[config.mk]
export PLATFORM = sky130hd
export DESIGN_NAME = mdio_master
export DESIGN_NICKNAME = d
export VERILOG_FILES = /design/src/rtl/mdio_pkg.sv /design/src/rtl/mdio_bit_timer.sv /design/src/rtl/mdio_frame_fmt.sv /design/src/rtl/mdio_pin_drive.sv /design/src/rtl/mdio_master.sv
export SDC_FILE = /design/constraint.sdc
export NUM_CORES = 1
export LEC_CHECK = 0
export BUFFER_PORTS_ARGS = -buffer_cell sky130_fd_sc_hd__buf_2
export CAP_MARGIN = 20
export CORE_UTILIZATION = 55
export DETAILED_ROUTE_END_ITERATION = 8
export PLACE_DENSITY = 0.84
export SYNTH_ARGS = -nofsm -noshare
export SYNTH_HDL_FRONTEND = slang
export SYNTH_SLANG_ARGS = --single-unit
[constraint.sdc]
create_clock -name clk -period 5.9 [get_ports clk]
set_input_delay 0.885 -clock clk [delete_from_list [all_inputs] [get_ports clk]]
set_output_delay 0.885 -clock clk [all_outputs]
set_load 0.005 [all_outputs]
[src/rtl/mdio_pkg.sv]
`timescale 1ns/1ps
package mdio_pkg;
  typedef enum logic [2:0] {
    FK_C22_RD, FK_C22_WR, FK_C45_AD, FK_C45_RD, FK_C45_WR
  } frame_kind_t;

  localparam int PRE_BITS   = 32;
  localparam int FIELD_W    = 5;
  localparam int DATA_W     = 16;
  localparam int HDR_BITS   = PRE_BITS + 4 + 2 * FIELD_W;   // driven bits of a read
  localparam int FRM_BITS   = HDR_BITS + 2 + DATA_W;        // driven bits of a write
  localparam int FLUSH_BITS = 32;
  localparam int WR_TOT     = FRM_BITS + 1;
  localparam int RD_TOT     = HDR_BITS + 1 + DATA_W + 1;
  localparam int RD_BAD_TOT = HDR_BITS + 1 + FLUSH_BITS;
endpackage

[src/rtl/mdio_bit_timer.sv]
`timescale 1ns/1ps
module mdio_bit_timer #(
  parameter int HALF_CYC  = 32,
  parameter int READ_HOLD = 44
) (
  input  logic clk,
  input  logic rst_n,
  input  logic run,
  input  logic rx_bit,
  output logic mdc,
  output logic bit_end
);
  localparam int MAXC = (HALF_CYC > READ_HOLD) ? HALF_CYC : READ_HOLD;
  localparam int CW   = $clog2(MAXC + 1);

  logic [CW-1:0] cnt;
  logic          hi;
  logic [CW-1:0] hi_last, lo_last, ph_last;

  assign hi_last = rx_bit ? CW'(READ_HOLD - 1) : CW'(HALF_CYC - 1);
  assign lo_last = CW'(HALF_CYC - 1);
  assign ph_last = hi ? hi_last : lo_last;
  assign bit_end = run && hi && (cnt == hi_last);
  assign mdc     = hi;

  always_ff @(posedge clk) begin
    if (!rst_n) begin
      cnt <= '0;
      hi  <= 1'b0;
    end else if (!run) begin
      cnt <= '0;
      hi  <= 1'b0;
    end else if (cnt == ph_last) begin
      cnt <= '0;
      hi  <= ~hi;
    end else begin
      cnt <= cnt + 1'b1;
    end
  end

  // once stopped, the clock is low on the next cycle
  a_r2_stop_low: assert property (@(posedge clk) disable iff (!rst_n)
    !run |=> !mdc);
  // the low phase never exceeds its length
  a_r9_low_bound: assert property (@(posedge clk) disable iff (!rst_n)
    !hi |-> cnt <= lo_last);
endmodule

[src/rtl/mdio_frame_fmt.sv]
`timescale 1ns/1ps
module mdio_frame_fmt
  import mdio_pkg::*;
(
  input  frame_kind_t        kind,
  input  logic [FIELD_W-1:0] phy,
  input  logic [FIELD_W-1:0] regad,
  input  logic [DATA_W-1:0]  xaddr,
  input  logic [DATA_W-1:0]  wdata,
  output logic [FRM_BITS-1:0] frame
);
  logic [1:0]        st, opc;
  logic [DATA_W-1:0] pay;

  always_comb begin
    st  = 2'b00;
    opc = 2'b01;
    pay = wdata;
    case (kind)
      FK_C22_RD: begin st = 2'b01; opc = 2'b10; pay = '0; end
      FK_C22_WR: begin st = 2'b01; opc = 2'b01; end
      FK_C45_AD: begin opc = 2'b00; pay = xaddr; end
      FK_C45_RD: begin opc = 2'b11; pay = '0; end
      default:   opc = 2'b01;
    endcase
  end

  assign frame = {{PRE_BITS{1'b1}}, st, opc, phy, regad, 2'b10, pay};
endmodule

[src/rtl/mdio_pin_drive.sv]
`timescale 1ns/1ps
module mdio_pin_drive #(
  parameter bit SEP_DOUT = 1'b0
) (
  input  logic clk,
  input  logic rst_n,
  input  logic drive,
  input  logic dout,
  output logic mdio_o,
  output logic mdio_oe,
  output logic mdo_o
);
  generate
    if (SEP_DOUT) begin : g_sep
      assign mdio_oe = 1'b0;
      assign mdio_o  = 1'b0;
      assign mdo_o   = drive ? dout : 1'b1;
    end else begin : g_shared
      assign mdio_oe = drive;
      assign mdio_o  = dout;
      assign mdo_o   = 1'b1;
    end
  endgenerate

  // a released bus leaves the separate pin high
  a_r10_release_high: assert property (@(posedge clk) disable iff (!rst_n)
    !drive |-> mdo_o);
  // the shared line is only enabled while the sequencer drives
  a_r10_oe_gated: assert property (@(posedge clk) disable iff (!rst_n)
    mdio_oe |-> drive);
endmodule

[src/rtl/mdio_master.sv]
`timescale 1ns/1ps
module mdio_master
  import mdio_pkg::*;
#(
  parameter int HALF_CYC  = 32,
  parameter int READ_HOLD = 44,
  parameter bit SEP_DOUT  = 1'b0
) (
  input  logic        clk,
  input  logic        rst_n,
  input  logic        req_valid,
  output logic        req_ready,
  input  logic [1:0]  req_op,
  input  logic [4:0]  req_phy,
  input  logic [4:0]  req_regad,
  input  logic [15:0] req_xaddr,
  input  logic [15:0] req_wdata,
  output logic        rsp_valid,
  output logic [15:0] rsp_rdata,
  output logic        rsp_err,
  output logic        mdc,
  output logic        mdio_o,
  output logic        mdio_oe,
  input  logic        mdio_i,
  output logic        mdo_o
);
  localparam int IDX_W = $clog2(RD_BAD_TOT + 1);

  logic                busy, drv, c45_pend, op_wr, ta_bad;
  frame_kind_t         kind, start_kind, next_kind, fmt_kind;
  logic [FIELD_W-1:0]  f_phy, f_reg, m_phy, m_reg;
  logic [DATA_W-1:0]   f_xaddr, f_wdata, m_xaddr, m_wdata, rdata;
  logic [FRM_BITS-1:0] sreg, frm;
  logic [IDX_W-1:0]    bit_idx, n_tx, n_tot;
  logic                cur_rd, rx_bit, bit_end, frame_end, dout;
  logic                in_data;

  assign req_ready  = !busy;
  assign start_kind = req_op[1] ? FK_C45_AD : (req_op[0] ? FK_C22_WR : FK_C22_RD);
  assign next_kind  = op_wr ? FK_C45_WR : FK_C45_RD;
  assign fmt_kind   = busy ? next_kind : start_kind;
  assign m_phy      = busy ? f_phy   : req_phy;
  assign m_reg      = busy ? f_reg   : req_regad;
  assign m_xaddr    = busy ? f_xaddr : req_xaddr;
  assign m_wdata    = busy ? f_wdata : req_wdata;

  mdio_frame_fmt u_fmt (
    .kind(fmt_kind), .phy(m_phy), .regad(m_reg),
    .xaddr(m_xaddr), .wdata(m_wdata), .frame(frm)
  );

  assign cur_rd    = (kind == FK_C22_RD) || (kind == FK_C45_RD);
  assign n_tx      = cur_rd ? IDX_W'(HDR_BITS) : IDX_W'(FRM_BITS);
  assign n_tot     = cur_rd ? (ta_bad ? IDX_W'(RD_BAD_TOT) : IDX_W'(RD_TOT))
                            : IDX_W'(WR_TOT);
  assign rx_bit    = busy && (bit_idx >= n_tx);
  assign frame_end = bit_end && (bit_idx == n_tot - IDX_W'(1));
  assign in_data   = cur_rd && !ta_bad && (bit_idx > IDX_W'(HDR_BITS)) &&
                     (bit_idx <= IDX_W'(HDR_BITS + DATA_W));
  assign dout      = sreg[FRM_BITS-1];

  mdio_bit_timer #(.HALF_CYC(HALF_CYC), .READ_HOLD(READ_HOLD)) u_timer (
    .clk(clk), .rst_n(rst_n), .run(busy), .rx_bit(rx_bit),
    .mdc(mdc), .bit_end(bit_end)
  );

  mdio_pin_drive #(.SEP_DOUT(SEP_DOUT)) u_pins (
    .clk(clk), .rst_n(rst_n), .drive(drv), .dout(dout),
    .mdio_o(mdio_o), .mdio_oe(mdio_oe), .mdo_o(mdo_o)
  );

  always_ff @(posedge clk) begin
    if (!rst_n) begin
      busy      <= 1'b0;
      drv       <= 1'b0;
      c45_pend  <= 1'b0;
      op_wr     <= 1'b0;
      ta_bad    <= 1'b0;
      kind      <= FK_C22_RD;
      f_phy     <= '0;
      f_reg     <= '0;
      f_xaddr   <= '0;
      f_wdata   <= '0;
      sreg      <= '0;
      bit_idx   <= '0;
      rdata     <= '0;
      rsp_valid <= 1'b0;
      rsp_rdata <= '0;
      rsp_err   <= 1'b0;
    end else begin
      rsp_valid <= 1'b0;
      if (!busy) begin
        if (req_valid) begin
          busy     <= 1'b1;
          drv      <= 1'b1;
          c45_pend <= req_op[1];
          op_wr    <= req_op[0];
          kind     <= start_kind;
          f_phy    <= req_phy;
          f_reg    <= req_regad;
          f_xaddr  <= req_xaddr;
          f_wdata  <= req_wdata;
          sreg     <= frm;
          bit_idx  <= '0;
          ta_bad   <= 1'b0;
          rdata    <= '0;
        end
      end else if (bit_end) begin
        if (cur_rd && (bit_idx == IDX_W'(HDR_BITS)) && mdio_i)
          ta_bad <= 1'b1;
        if (in_data)
          rdata <= {rdata[DATA_W-2:0], mdio_i};
        if (frame_end) begin
          if (c45_pend) begin
            c45_pend <= 1'b0;
            kind     <= next_kind;
            sreg     <= frm;
            bit_idx  <= '0;
            ta_bad   <= 1'b0;
            drv      <= 1'b1;
          end else begin
            busy      <= 1'b0;
            drv       <= 1'b0;
            rsp_valid <= 1'b1;
            rsp_err   <= ta_bad;
            rsp_rdata <= !cur_rd ? '0 : (ta_bad ? '1 : rdata);
          end
        end else begin
          bit_idx <= bit_idx + IDX_W'(1);
          sreg    <= {sreg[FRM_BITS-2:0], 1'b0};
          drv     <= (bit_idx + IDX_W'(1)) < n_tx;
        end
      end
    end
  end

  // idle bus is quiet
  a_r2_idle_quiet: assert property (@(posedge clk) disable iff (!rst_n)
    req_ready |-> (!mdc && !drv));
  // driven data only moves while the clock is low
  a_r9_data_low: assert property (@(posedge clk) disable iff (!rst_n)
    !$stable(dout) |-> !mdc);
  // completion is a single-cycle pulse
  a_r1_pulse: assert property (@(posedge clk) disable iff (!rst_n)
    rsp_valid |=> !rsp_valid);
  // latched request fields hold for the whole transaction
  a_r1_fields_held: assert property (@(posedge clk) disable iff (!rst_n)
    (busy && $past(busy)) |-> ($stable(f_phy) && $stable(f_reg) && $stable(f_wdata)));
  // an error response carries all ones
  a_r8_err_ones: assert property (@(posedge clk) disable iff (!rst_n)
    (rsp_valid && rsp_err) |-> (rsp_rdata == 16'hFFFF));
  // the line is only driven inside a transaction
  a_r6_drive_busy: assert property (@(posedge clk) disable iff (!rst_n)
    drv |-> busy);
endmodule

==> run metrics <==
status=complete, no violations; Via density=6.30; GR Layer Usage met2=43.2%; area taken by multi-input logic gates=0.00334 sq mm; critical path data required time=6260 ps; gr usage total=25.7%; post-synthesis compound-gate area fraction=23.5%; dominant cells by area after synthesis=dfxtp_1 (44%), nand2_1 (6.0%), o221a_1 (5.5%); mux contribution to synthesized area=5.80%; initial antenna violation count=0; hold buffer count at CTS=0; CTS buffer count=17; Post-Synthesis Cells=748; Worst-Skew Late Latency=430 ps; DR pass1 iterations=5; crit start category=register; f_max=261 MHz; Syn Nets=802; Avg Inst Size Synth=8.83 sq um; Final nets=830; first-pass GRT wire length=26,100 microns; Top reg by flops=sreg; Filler Cell Count=843; area delta synth->final=14.2%; met3 Track Usage GR=6.37%; asr flop ratio synth=0%; Routed WL per cell=16.7 microns; post-layout min period=3830 ps; largest net degree at the start of global routing=78; Worst Path Arrival=4200 ps; core area=0.0116 sq mm; sequential-to-total area share from yosys stat=44.3%; layout cell share with drive strength beyond 1=17.6%; Slew Viols, Final=0; Area after DPL=0.00688 sq mm; Residual DRC=0; slowest CP cell=nor2_4; detailed-placement wirelength estimate=9920 microns; clock buffer depth=2; HP Class=register to register; Sum Neg Setup Slack=0 ps; GRT overflow=0; Largest register FFs=64; die area=0.0125 sq mm; ANT nets after route=0; critical path, cell by cell=xor2_1 -> nor2_1 -> ha_1 -> nand2b_1 -> a32oi_1 -> o311a_4 -> o2111ai_4 -> a21oi_2 -> nor2_4 -> buf_4 -> o221a_1; CTS clk-pin slew, worst paths=60 ps; synth warn=0; CP peak stage delay=630 ps; VDD IR max=0.000215 V; synthesized flop and latch total=146; post-cts resize count=0; EDFF count, synth=0; post-synthesis adder-cell area fraction=1.14%; Design Area, Final=0.00755 sq mm; Routed Wire Length=15,600 microns; P_leak=0.00294 uW; antenna diode count=0; critical path type=register to register; Post-Synthesis Cell Area=0.00661 sq mm; largest area contributor in the netlist=dfxtp_1; number of global-route vias before repair=5,545; TritonCTS clock tree=built; post-CTS setup buffers=0; Rows=39; post-synthesis xor/xnor area fraction=1.57%; synth cell count leaders=dfxtp_1 (146), nand2_1 (105), a21oi_1 (70), nand3_1 (59), clkbuf_1 (49); routability cong.=0.907; Storage cell area=0.00292 sq mm; top-count cell post-synth=dfxtp_1; Yosys top cell area share=44.3%; CP Capture Type=register; initial core utilization=57.1%; Initial DRC Count=438; largest family of logic cells by synthesized area=compound AO/OA/AOI/OAI gates; DR vias=5,873; Die H=112 microns; Most used DFF post-synth=dfxtp_1; hold slack=454 ps; Final Hold Fails=0; r2r setup slk=2070 ps; Clock Sink Count=146; max-cap violations=0; Synth cell types=67; RSZ-0062 raised after global routing=no; Top Usage Layer GRT=met2; H-tree levels=4; final setup vio count=0; worst slew pin tran=1000 ps; CTS root buffer=clkbuf_16; Buffers on Ports=69; simple-gate share of the synthesized area=18.4%; chip width=112 microns; I/O pin total=71; met1 Use GR=31.3%; Rel. slew slack=33.2%; crit-path max FO=36; pwr/cell area=318 mW/mm^2; clock skew=10.5 ps; crit share post-route=65.0%
layer usage:
layer | vias to the layer above | share of wire, % | wire, microns
met3 | 48 | 5.8 | 899
met4 | 0 | 3.3 | 510
li1 | 2801 | - | -
met2 | 223 | 49 | 7610
met1 | 2801 | 42 | 6560
met5 | - | 0 | 0
metrics by stage:
step	std cells	power [uW]	worst slack [ps]	utilization [%]
after global routing	932	2480	1780	65.2
after floorplan	748	1230	2830	-
after global placement	898	1270	2010	59.5
final	932	2400	2070	65.2
after CTS	930	2400	1760	64.9
after detailed placement	898	1280	1800	59.5
report_power, final:
group	total, uW	internal, uW	leakage, uW	switching (uW)
sequential	1060	1030	0.00119	28.6
clock	1130	720	0.000293	411
combinational	212	85.3	0.00146	126
final timing paths:
check,cells past startpoint,from,end
worst max-delay path,11,kind[0],sreg[63]
worst min-delay path,1,u_timer.cnt[0],u_timer.cnt[0]
worst max register to register,11,kind[0],sreg[63]
worst min register to register,1,u_timer.cnt[0],u_timer.cnt[0]
cell families (layout without fill, tap and decap cells):
| logic type | Yosys count | after routing |
|---|---|---|
| and+or+nand+nor | 257 | 257 |
| AOI/OAI and AO/OA | 213 | 213 |
| DFF | 146 | 146 |
| buffers and inverters | 77 | 118 |
| muxes | 37 | 37 |
| xor gates and xnor gates | 11 | 11 |
| adders and majority gates | 6 | 6 |
| other | 1 | 1 |
layout make-up:
cell class	count	area share [%]
inverters	7	0.348
multi-input cells	525	44.3
well taps	143	2.37
repair buffers	79	5.92
clock buffers	20	5.92
clock inverters	12	2.40
flip-flops and latches	146	38.7
layout by cell type (no fill, tap or decap), types with 19 or more instances in the layout:
cell / n
and3_1: 19
nand3_1: 59
o221a_1: 32
dfxtp_1: 145
nor2_1: 33
o22ai_1: 31
o21ai_0: 20
buf_2: 69
mux2i_1: 27
a21oi_1: 70
nand2_1: 105
worst max-delay path, delay by kind of cell (launching register included):
kind                     cells  cell delay [ps]
XOR/XNOR                     1              350
AND/OR/NAND/NOR              3              900
adder cells (fa/ha/maj)      1              300
AO/OA/AOI/OAI                5             1330
buffers and inverters        1              470
flip-flops                   1              400
No activity file was read; power rests on OpenSTA's default activity.
